$ cat config.mk
export PLATFORM = sky130hd
export DESIGN_NAME = sprom_ctrl
export DESIGN_NICKNAME = d
export VERILOG_FILES = /design/src/rtl/sprom_pkg.sv /design/src/rtl/sprom_tick.sv /design/src/rtl/sprom_poll.sv /design/src/rtl/sprom_ctrl.sv
export SDC_FILE = /design/constraint.sdc
export NUM_CORES = 1
export LEC_CHECK = 0
export ABC_AREA = 1
export BUFFER_PORTS_ARGS = -buffer_cell sky130_fd_sc_hd__buf_2
export CORE_ASPECT_RATIO = 1.4
export CORE_MARGIN = 10
export CORE_UTILIZATION = 63
export DETAILED_ROUTE_END_ITERATION = 16
export GPL_TIMING_DRIVEN = 0
export PLACE_DENSITY_LB_ADDON = 0.1
export SLEW_MARGIN = 30
export SYNTH_ARGS = -nofsm -noshare
export SYNTH_HDL_FRONTEND = slang
export SYNTH_SLANG_ARGS = --single-unit
$ cat constraint.sdc
create_clock -name clk -period 4.8 [get_ports clk]
set_clock_uncertainty 0.05 [all_clocks]
set_input_delay 0.24 -clock clk [delete_from_list [all_inputs] [get_ports clk]]
set_output_delay 0.24 -clock clk [all_outputs]
set_load 0.005 [all_outputs]
$ cat src/rtl/sprom_pkg.sv
package sprom_pkg;

  localparam logic [2:0] OP_READ  = 3'd0;
  localparam logic [2:0] OP_WRITE = 3'd1;
  localparam logic [2:0] OP_ERASE = 3'd2;
  localparam logic [2:0] OP_WREN  = 3'd3;
  localparam logic [2:0] OP_PROBE = 3'd4;

  typedef enum logic [2:0] {
    S_IDLE, S_SEL, S_TX, S_RX, S_GAP, S_POLL, S_END
  } sprom_state_e;

  function automatic logic [1:0] cmd_code(input logic [2:0] op);
    case (op)
      OP_WRITE: cmd_code = 2'b01;
      OP_ERASE: cmd_code = 2'b11;
      OP_WREN:  cmd_code = 2'b00;
      default:  cmd_code = 2'b10;
    endcase
  endfunction

endpackage

$ cat src/rtl/sprom_tick.sv
module sprom_tick #(
  parameter int DIV_W = 8
) (
  input  logic             clk,
  input  logic             rst,
  input  logic             run,
  input  logic [DIV_W-1:0] div,
  output logic             tick
);
  logic [DIV_W-1:0] cnt;

  assign tick = run && (cnt == div);

  always_ff @(posedge clk) begin
    if (rst || !run) cnt <= '0;
    else if (tick)   cnt <= '0;
    else             cnt <= cnt + 1'b1;
  end
endmodule

$ cat src/rtl/sprom_poll.sv
module sprom_poll #(
  parameter int LIMIT = 100000
) (
  input  logic clk,
  input  logic rst,
  input  logic clr,
  input  logic step,
  output logic expired
);
  localparam int W = $clog2(LIMIT + 1);
  logic [W-1:0] cnt;

  assign expired = (cnt == W'(LIMIT));

  always_ff @(posedge clk) begin
    if (rst || clr)             cnt <= '0;
    else if (step && !expired)  cnt <= cnt + 1'b1;
  end


  poll_cap_chk: assert property (@(posedge clk) disable iff (rst)
    (expired && !clr) |=> expired || $past(clr));
endmodule

$ cat src/rtl/sprom_ctrl.sv
module sprom_ctrl
  import sprom_pkg::*;
#(
  parameter int DATA_W         = 16,
  parameter int ADDR_SHORT     = 6,
  parameter int ADDR_LONG      = 8,
  parameter int DIV_W          = 8,
  parameter int POLL_TICKS     = 100000,
  parameter bit ADDR_LONG_INIT = 1'b0
) (
  input  logic                 clk,
  input  logic                 rst,
  input  logic                 req_valid,
  input  logic [2:0]           req_op,
  input  logic [ADDR_LONG-1:0] req_addr,
  input  logic [DATA_W-1:0]    req_wdata,
  input  logic [DIV_W-1:0]     sk_div,
  output logic                 req_ready,
  output logic                 rsp_valid,
  output logic [DATA_W-1:0]    rsp_rdata,
  output logic                 rsp_timeout,
  output logic                 addr_long,
  output logic                 ee_cs,
  output logic                 ee_sk,
  output logic                 ee_di,
  input  logic                 ee_do
);
  localparam int HDR_W   = 3;
  localparam int FRAME_W = HDR_W + ADDR_LONG + DATA_W;
  localparam int CNT_W   = $clog2(FRAME_W + 1);

  sprom_state_e          st;
  logic [FRAME_W-1:0]    frame, frame_new;
  logic [CNT_W-1:0]      left, len_new;
  logic [DATA_W-1:0]     rsh;
  logic [2:0]            op_q;
  logic                  tmo;
  logic                  tick, expired, use_long;
  logic [ADDR_LONG-1:0]  addr_v;
  logic                  is_write, is_erase, is_wren;

  assign is_write = (op_q == OP_WRITE);
  assign is_erase = (op_q == OP_ERASE);
  assign is_wren  = (op_q == OP_WREN);

  sprom_tick #(.DIV_W(DIV_W)) u_tick (
    .clk (clk),
    .rst (rst),
    .run ((st != S_IDLE) && (st != S_END)),
    .div (sk_div),
    .tick(tick)
  );

  sprom_poll #(.LIMIT(POLL_TICKS)) u_poll (
    .clk    (clk),
    .rst    (rst),
    .clr    (st != S_POLL),
    .step   (tick && (st == S_POLL) && !ee_do),
    .expired(expired)
  );

  // Frame image, left-aligned: start bit, command code, address, data.
  always_comb begin
    use_long  = addr_long && (req_op != OP_PROBE);
    if (req_op == OP_WREN)       addr_v = '1;
    else if (req_op == OP_PROBE) addr_v = '0;
    else                         addr_v = req_addr;
    frame_new = '0;
    frame_new[FRAME_W-1 -: HDR_W] = {1'b1, cmd_code(req_op)};
    if (use_long) begin
      frame_new[FRAME_W-HDR_W-1 -: ADDR_LONG] = addr_v;
      frame_new[FRAME_W-HDR_W-ADDR_LONG-1 -: DATA_W] = req_wdata;
    end else begin
      frame_new[FRAME_W-HDR_W-1 -: ADDR_SHORT] = addr_v[ADDR_SHORT-1:0];
      frame_new[FRAME_W-HDR_W-ADDR_SHORT-1 -: DATA_W] = req_wdata;
    end
    len_new = CNT_W'(HDR_W + (use_long ? ADDR_LONG : ADDR_SHORT)
                     + ((req_op == OP_WRITE) ? DATA_W : 0));
  end

  always_ff @(posedge clk) begin
    if (rst) begin
      st          <= S_IDLE;
      req_ready   <= 1'b1;
      rsp_valid   <= 1'b0;
      rsp_rdata   <= '0;
      rsp_timeout <= 1'b0;
      addr_long   <= ADDR_LONG_INIT;
      ee_cs       <= 1'b0;
      ee_sk       <= 1'b0;
      ee_di       <= 1'b0;
      frame       <= '0;
      left        <= '0;
      rsh         <= '0;
      op_q        <= '0;
      tmo         <= 1'b0;
    end else begin
      rsp_valid <= 1'b0;
      case (st)
        S_IDLE: if (req_valid) begin
          op_q      <= req_op;
          frame     <= frame_new;
          left      <= len_new;
          rsh       <= '0;
          tmo       <= 1'b0;
          req_ready <= 1'b0;
          st        <= S_SEL;
        end
        S_SEL: if (tick) begin
          ee_cs <= 1'b1;
          ee_di <= frame[FRAME_W-1];
          st    <= S_TX;
        end
        S_TX: if (tick) begin
          if (!ee_sk) begin
            ee_sk <= 1'b1;
          end else begin
            ee_sk <= 1'b0;
            frame <= frame << 1;
            ee_di <= frame[FRAME_W-2];
            left  <= left - 1'b1;
            if (left == CNT_W'(1)) begin
              ee_di <= 1'b0;
              if (is_write || is_erase) begin
                ee_cs <= 1'b0;
                st    <= S_GAP;
              end else if (is_wren) begin
                st <= S_END;
              end else begin
                left <= CNT_W'(DATA_W);
                st   <= S_RX;
              end
            end
          end
        end
        S_RX: if (tick) begin
          if (!ee_sk) begin
            ee_sk <= 1'b1;
          end else begin
            ee_sk <= 1'b0;
            rsh   <= {rsh[DATA_W-2:0], ee_do};
            left  <= left - 1'b1;
            if (left == CNT_W'(1)) st <= S_END;
          end
        end
        S_GAP: if (tick) begin
          ee_cs <= 1'b1;
          st    <= S_POLL;
        end
        S_POLL: if (tick) begin
          if (ee_do) begin
            st <= S_END;
          end else if (expired) begin
            tmo <= 1'b1;
            st  <= S_END;
          end
        end
        default: begin
          ee_cs       <= 1'b0;
          ee_sk       <= 1'b0;
          ee_di       <= 1'b0;
          rsp_valid   <= 1'b1;
          rsp_rdata   <= rsh;
          rsp_timeout <= tmo;
          if (op_q == OP_PROBE) addr_long <= &rsh;
          req_ready   <= 1'b1;
          st          <= S_IDLE;
        end
      endcase
    end
  end


  sk_in_cs_chk: assert property (@(posedge clk) disable iff (rst)
    ee_sk |-> ee_cs);

  di_setup_chk: assert property (@(posedge clk) disable iff (rst)
    $rose(ee_sk) |-> $stable(ee_di));

  rsp_pulse_chk: assert property (@(posedge clk) disable iff (rst)
    rsp_valid |=> !rsp_valid);

  hold_off_chk: assert property (@(posedge clk) disable iff (rst)
    (req_valid && req_ready) |=> !req_ready);

  cs_released_chk: assert property (@(posedge clk) disable iff (rst)
    rsp_valid |-> !ee_cs);
endmodule

# [After elaboration in Yosys (flattened, before gate mapping)]
# Index checks and enable logic that the tools add are counted.
[word_totals] regBits=103 inputBits=39 word_cells=159
[classes] add_sub_neg=5 n_eq_ne=35 mux=60 bitwise=5 n_reduce_logical=38
[ops] cell="$mux W27" count=3
[ops] cell="$pmux W27 S2" count=1
[ops] cell="$mux W16" count=3
[ops] cell="$mux W5" count=9
[ops] cell="$mux W3" count=14
[ops] cell="$pmux W16 S2" count=1
[ops] cell="$ne A2 B2 Y1 const B" count=12
[ops] cell="$mux W22" count=1
[ops] cell="$eq A3 B2 Y1 const B" count=6
[ops] cell="$pmux W3 S6" count=1
[ops] cell="$add A17 B1 Y17 const B" count=1
[ops] cell="$eq A17 B17 Y1 const B" count=1
[ops] cell="$mux W1" count=16
[ops] cell="$mux W8" count=2
[ops] cell="$reduce_and A16 Y1" count=1
[ops] cell="$pmux W5 S3" count=1
[ops] cell="$eq A3 B3 Y1 const B" count=4
[ops] cell="$reduce_and A4 Y1" count=3
[ops] cell="$reduce_and A6 Y1" count=2
[ops] cell="$reduce_and A11 Y1" count=1
[ops] cell="$eq A3 B1 Y1 const B" count=3
[ops] cell="$ne A3 B3 Y1 const B" count=3
[ops] cell="$add A8 B1 Y8 const B" count=1
[ops] cell="$eq A8 B8 Y1" count=1
[ops] cell="25 further kinds" count=52

# [Depth between registers and ports, before layout]
# Gate-level depths: netlist of run 1.
[logic_depth] word_depth=7 ltp_mapped=14 ltp_nobuf=13

# [Hierarchy]
# A second synthesis of run 1 with hierarchy kept.
[hier_totals] hier_cells=881 area_unflattened_um2=5711.7
[modules_own_cells] mod="sprom_ctrl" n_inst=1 cells_each=664 area_per_inst_um2=4247.8
[modules_own_cells] mod="sprom_poll" n_inst=1 cells_each=145 area_per_inst_um2=980.9
[modules_own_cells] mod="sprom_tick" n_inst=1 cells_each=72 area_per_inst_um2=483.0

# [Worst setup path before layout of run 1]
# No wires, ideal clock.
[synth_path] kind="reg-to-reg" startpoint="register st[1]" endpoint="register rsh[11]" arrival_time_ns=1.455 required_ns=4.622 path_slack_ns=3.167 path_stages_with_launch=11 synth_period_minus_slack_ns=1.633 path_cell_list="dfxtp_1 -> inv_2 -> nand2_4 -> nand2_2 -> nor2_4 -> nand3_4 -> o21ai_2 -> buf_2 -> nand3_1 -> nand2_1 -> nor2_1"
[synth_via] elab_chain_cells=5
[synth_rtl] item="start, declared" line_no="sprom_ctrl.sv:32" rtl="sprom_state_e st;"
[synth_rtl] item="start signal, assigned" line_no="sprom_ctrl.sv:83" rtl="st <= S_IDLE;"
[synth_rtl] item="start signal, assigned" line_no="sprom_ctrl.sv:107" rtl="st <= S_SEL;"
[synth_rtl] item="start signal, assigned" line_no="sprom_ctrl.sv:112" rtl="st <= S_TX;"
[synth_rtl] item="$ne A3 B3 Y1 / $reduce_bool A3 Y1 (equally long branches)" line_no="sprom_ctrl.sv:49" rtl=".run ((st != S_IDLE) && (st != S_END)),"
[synth_rtl] item="$logic_and A1 B1 Y1" line_no="sprom_ctrl.sv:49"
[synth_rtl] item="$logic_and A1 B1 Y1" line_no="sprom_tick.sv:12" rtl="assign tick = run && (cnt == div);"
[synth_rtl] item="$ne A2 B2 Y1 (no source line)"
[synth_rtl] item="$reduce_and A4 Y1 (no source line)"
[synth_rtl] item="end signal, assigned" line_no="sprom_ctrl.sv:141" rtl="rsh <= {rsh[DATA_W-2:0], ee_do};"
[synth_rtl] item="end, declared" line_no="sprom_ctrl.sv:35" rtl="logic [DATA_W-1:0] rsh;"
# Several ways; a longest one is shown, not always the timed one.
# A chain may end at the register's enable or synchronous reset.

# [Final worst setup path of run 1]
[layout_path] startpoint="register st[1]" endpoint="register rsh[14]"
# Same word-level chain as after synthesis.

==> results.cfg, run 1 <==
[power_and_ir_drop]
power_mw = 3.181
p_leak_nw = 2.816
power.density_nw_per_um2 = 521.9
vdd_drop_max_mv = 0.3169

[timing]
setup_viol_count_final = 0
worst_pin_slew_ns = 0.6999
setup_tns_ns = 0
slew_headroom_pct = 53.34
period_minus_slack_ns = 2.011
min_period_over_period_pct = 41.89
whs_ns = 0.07672
fmax_ghz = 0.4973
rsz0062_at_grt = no
setup_slack_ns = 2.789
slew_viol_final = 0
hold_violations = 0

[finish]
ff_latch_area_um2 = 2062
synthToLayoutAreaGrowth_pct = 13.44
fillers = 685
final_common_cell = nand2_1
design_area_um2 = 6095
drive_above_1_share_pct = 11.94
final_nets = 952
multi_input_area_um2 = 2790
antennaDiodeCount = 0
mostFrequentLayoutCells = 236 x nand2_1, 144 x nor2_1, 103 x dfxtp_1

[synthesis]
ys_seq_area_share_pct = 38.38
syn-num-nets = 881
synth_cells = 837
synth_area_um2 = 5373
synthArstFlopShare_pct = 0
synth_ff_type = dfxtp_1
ys_types = 40
synth-edff-count = 0
syn_area_per_cell_um2 = 6.419
yosysWarningCount = 0
ys_ff_latch = 103

[detailed_routing]
postRouteAntennaNets = 0
wl_um = 13840
vias = 5529
wl_per_cell_um = 13.63
drc = 0
drt_iter0_markers = 400
vias_per_cell = 5.447
drt_pass1_iterations = 5

[global_routing]
grt_pass1_vias = 5334
antenna_found_initial = 0
overflow = 0
grt_pass1_wl_um = 23200
grt_max_degree = 19
grt_use_total_pct = 21.51

[worst_setup_path]
reg2reg_slack_ns = 2.79
critical_path_required_ns = 4.98
start_kind = register
worstSetupEndpointType = register
cp_data_arrival_time_ns = 2.19
critPathMaxFanout = 10
criticalPathCategory = register to register

[cts]
cts_tree = yes
cts_resized = 0
hold_buffers = 0
cts_root_buffer = clkbuf_16
clock_path_buffers = 2
path_clk_slew_ns = 0.07
cts_made_buffers = 9
clk_latency_ns = 0.36
post-cts-setup-buffers = 0
htree_levels = 3
clkSinkCount = 103

[place]
post_dp_cell_area_um2 = 5801
hpwl_um = 10250
place.gp.congestion = 0.9496
post-place-ws_ns = 2.836
io_buffers = 60

[floorplan]
fp.coreArea_um2 = 8247
die-width_um = 98.05
dieArea_um2 = 12670
num_io_pins = 62
die_h_um = 129.3
rows = 39
initial_core_util_pct = 65.15

[run_status]
status = finished clean

[run]
maxCapViolCount = 0

[worst_hold_path]
min_path_type = input pin to register
## layout make-up
type,count,area share [%]
multi-input cells,607,45.78
flip-flops and latches,103,33.83
inverters,96,5.913
repair buffers,60,4.927
clock buffers,10,3.921
plain buffers,31,2.628
well taps,102,2.094
clock inverters,6,0.9033
## worst paths after layout
kind	startpoint	endpoint	depth (start not counted)
max reg2reg	st[1]	rsh[14]	10
max	st[1]	rsh[14]	10
min reg2reg	rsp_rdata[14]	rsp_rdata[14]	2
min	ee_do	tmo	2
## power by group
part           internal [mW]  switching, mW
Combinational          0.441          0.835
Clock                  0.373          0.338
Sequential              1.07          0.127
## critical path, stage by stage (launching register included)
cell and delay (ns):
dfxtp_1 0.47, inv_2 0.14, nand2_4 0.13, nand2_2 0.09, nor2_4 0.13, nand3_4 0.15
o21ai_2 0.22, buf_2 0.25, nand3_1 0.10, nand2_1 0.11, nor2_1 0.04
## metrics by stage
| step | util [%] | std cells |
|---|---|---|
| finish | 73.90 | 1015 |
| global route | 73.90 | 1015 |
| CTS | 73.90 | 1015 |
| detailed placement | 70.34 | 999 |
| global placement | 70.34 | 999 |
| floorplan | - | 837 |
## cell families after synthesis
group | after synthesis | synth area share, %
fa+ha+maj | 5 | 1.164
simple gates | 466 | 36.10
compound gates | 124 | 12.72
buf+inv | 127 | 9.688
xor+xnor | 12 | 1.956
flops | 103 | 38.38
## synthesized netlist by cell type (7+ instances only)
cell type	instances	area share (%)
a31oi_1	12	1.4
nand4_1	9	1.0
xor2_1	7	1.1
nand2_1	236	16
buf_2	7	0.65
inv_1	93	6.5
a21oi_1	38	3.5
clkbuf_1	16	1.1
nor2_1	144	10
nor3_1	8	0.75
nand3_1	44	4.1
dfxtp_1	103	38
o21ai_0	60	5.6
## registers in the layout (all words and copies together), names as in the netlist
| register | count |
|---|---|
| addr_long | 1 |
| ee_cs | 1 |
| ee_di | 1 |
| ee_sk | 1 |
| frame | 27 |
| left | 5 |
| op_q | 3 |
| req_ready | 1 |
| rsh | 16 |
| rsp_rdata | 16 |
| rsp_timeout | 1 |
| rsp_valid | 1 |
| st | 3 |
| tmo | 1 |
| u_poll.cnt | 17 |
| u_tick.cnt | 8 |
## metal layers
layer	routed length (um)	GRT usage [%]	part of all wire, %
met3	775	3.830	5.6
met1	5616	23.50	41
met5	0	0	0
met2	7041	39.61	51
met4	402	9.605	2.9
Power figures use the tool's default switching activity.
==> run 2: changes to the inputs <==
- CORE_UTILIZATION: 63 -> 53
- clock period: 4.8 -> 1.7 ns (I/O delays scaled with it)
==> results.cfg, run 2 (same netlist as run 1, synthesis figures left out) <==
[power_and_ir_drop]
vdd_drop_max_mv = 1.093
power_mw = 10.82
power.density_nw_per_um2 = 1504
p_leak_nw = 3.217

[detailed_routing]
wl_per_cell_um = 15.07
wl_um = 16430
drt_pass1_iterations = 5
wl_met2_um = 8604
postRouteAntennaNets = 0
drt_iter0_markers = 346
vias_per_cell = 5.350
route.met3.wl_um = 935
met1_length_um = 6267
top_layer = met4
drc = 0
vias = 5832

[worst_setup_path]
critPathMaxFanout = 6
path_delay_family = simple AND/OR/NAND/NOR gates
critical_path_required_ns = 1.89
timing.rr.end = u_poll.cnt[16]
start_kind = register
worstSetupEndpointType = register
slowest_stage = dfxtp_2
criticalPathCategory = register to register
slowest_delay_ns = 0.35
crit_chain = xnor2_2 > nand2_1 > nor2_4 > nand3_4 > nor2_4 > buf_6 > nand3_1 > nand2_1 > a21oi_1
cp_data_arrival_time_ns = 1.99
r2r-start = u_tick.cnt[3]
cp_num_buf_inv = 1
reg2reg_slack_ns = -0.1
rr_worst_depth = 9

[timing]
rsz0062_at_grt = yes
setup_slack_ns = -0.09593
setup_viol_count_final = 53
period_minus_slack_ns = 1.796
slew_headroom_pct = 55.39
min_period_over_period_pct = 105.6
worst_pin_slew_ns = 0.6691
hold_violations = 0
fmax_ghz = 0.5568
slew_viol_final = 0

[cts]
cts_made_buffers = 9
cts_root_buffer = clkbuf_16
htree_levels = 3
cts_tree = yes
clock_path_buffers = 2
clkSinkCount = 103
clk_latency_ns = 0.36
path_clk_slew_ns = 0.07

[run_status]
status = complete, but fails checks
violations = negative setup slack

[finish]
design_area_um2 = 7194
top_register = frame
antennaDiodeCount = 0
largest_registers = frame x27, u_poll.cnt x17
drive_above_1_share_pct = 28.06
synthToLayoutAreaGrowth_pct = 33.91
fillers = 874
largest_register_ffs = 27
mostFrequentLayoutCells = 206 x nand2_1, 118 x nor2_1, 90 x dfxtp_1
final_nets = 994
final_common_cell = nand2_1

[worst_hold_path]
hold_end = op_q[1]
min_from = req_op[1]
holdPathStages = 3
min_path_type = input pin to register

[global_routing]
overflow = 0
grt_use_total_pct = 20.48
antenna_found_initial = 0
grt_pass1_vias = 5558
grt_pass1_wl_um = 25020
grt_max_degree = 17

[floorplan]
fp.coreArea_um2 = 9899
die_h_um = 139.1
dieArea_um2 = 14620
die-width_um = 105.1
num_io_pins = 62
initial_core_util_pct = 54.27
rows = 43

[place]
hpwl_um = 10820
io_buffers = 60
place.gp.congestion = 0.8557
post-place-ws_ns = -0.3333
post_dp_cell_area_um2 = 5842

[run]
maxCapViolCount = 0
[run 2: report_power, final]
part	internal [mW]	switching, mW
clock	1.19	0.955
combinational	2.25	3.02
sequential	3.03	0.379
total	6.47	4.35
[run 2: area by class of cell]
cell class	instances	area [um^2]	share of cell area, %
Multi-Input combinational cell	608	3281	45.60
Sequential cell	103	2088	29.03
Timing Repair Buffer	101	740.7	10.30
Inverter	96	375.4	5.217
Clock buffer	12	246.5	3.426
Buffer	31	239.0	3.322
Tap cell	135	168.9	2.348
Clock inverter	4	55.05	0.7652
[run 2: per-stage QoR]
| step | instances | utilization [%] | setup TNS, ns | hold WS (ns) |
|---|---|---|---|---|
| floorplan | 837 | - | 0 | 0.1383 |
| CTS | 1072 | 67.54 | -0.2597 | 0.006992 |
| detailed placement | 1032 | 59.01 | -16.95 | 0.2888 |
| global placement | 1032 | 59.01 | -15.88 | 0.2829 |
| global route | 1090 | 72.67 | -8.329 | 0.04716 |
| finish | 1090 | 72.67 | -1.840 | 0.02050 |
[run 2: worst max-delay path by stage]
stage,start,cells after the start,to
5_1_grt,u_tick.cnt[3],11,frame[14]
3_3_place_gp,st[1],12,frame[22]
6_report,u_tick.cnt[3],9,u_poll.cnt[16]
3_5_place_dp,st[1],12,frame[22]
2_1_floorplan,st[1],10,rsh[11]
4_1_cts,u_tick.cnt[4],13,rsh[10]
[run 2: what timing repair did]
item | in CTS | in global routing
hold buffers | 3 | 0
cloned | 6 | 4
gates resized for setup | 111 | 107
endpoints found under the hold margin | 3 | 0
endpoints found under the setup margin | 86 | 72
buffers inserted | 15 | 14
pin swaps | 18 | 22
[run 2: worst min-delay path, cell delays in order]
cell and delay, ns:
buf_2 0.11, inv_1 0.10, a21oi_1 0.08
[run 2: layer usage]
metal | global-route usage, % | vias to the layer above
met5 | 0 | -
met2 | 37.87 | 207
li1 | - | 2890
met1 | 20.82 | 2684
met3 | 4.326 | 51
met4 | 10.80 | 0
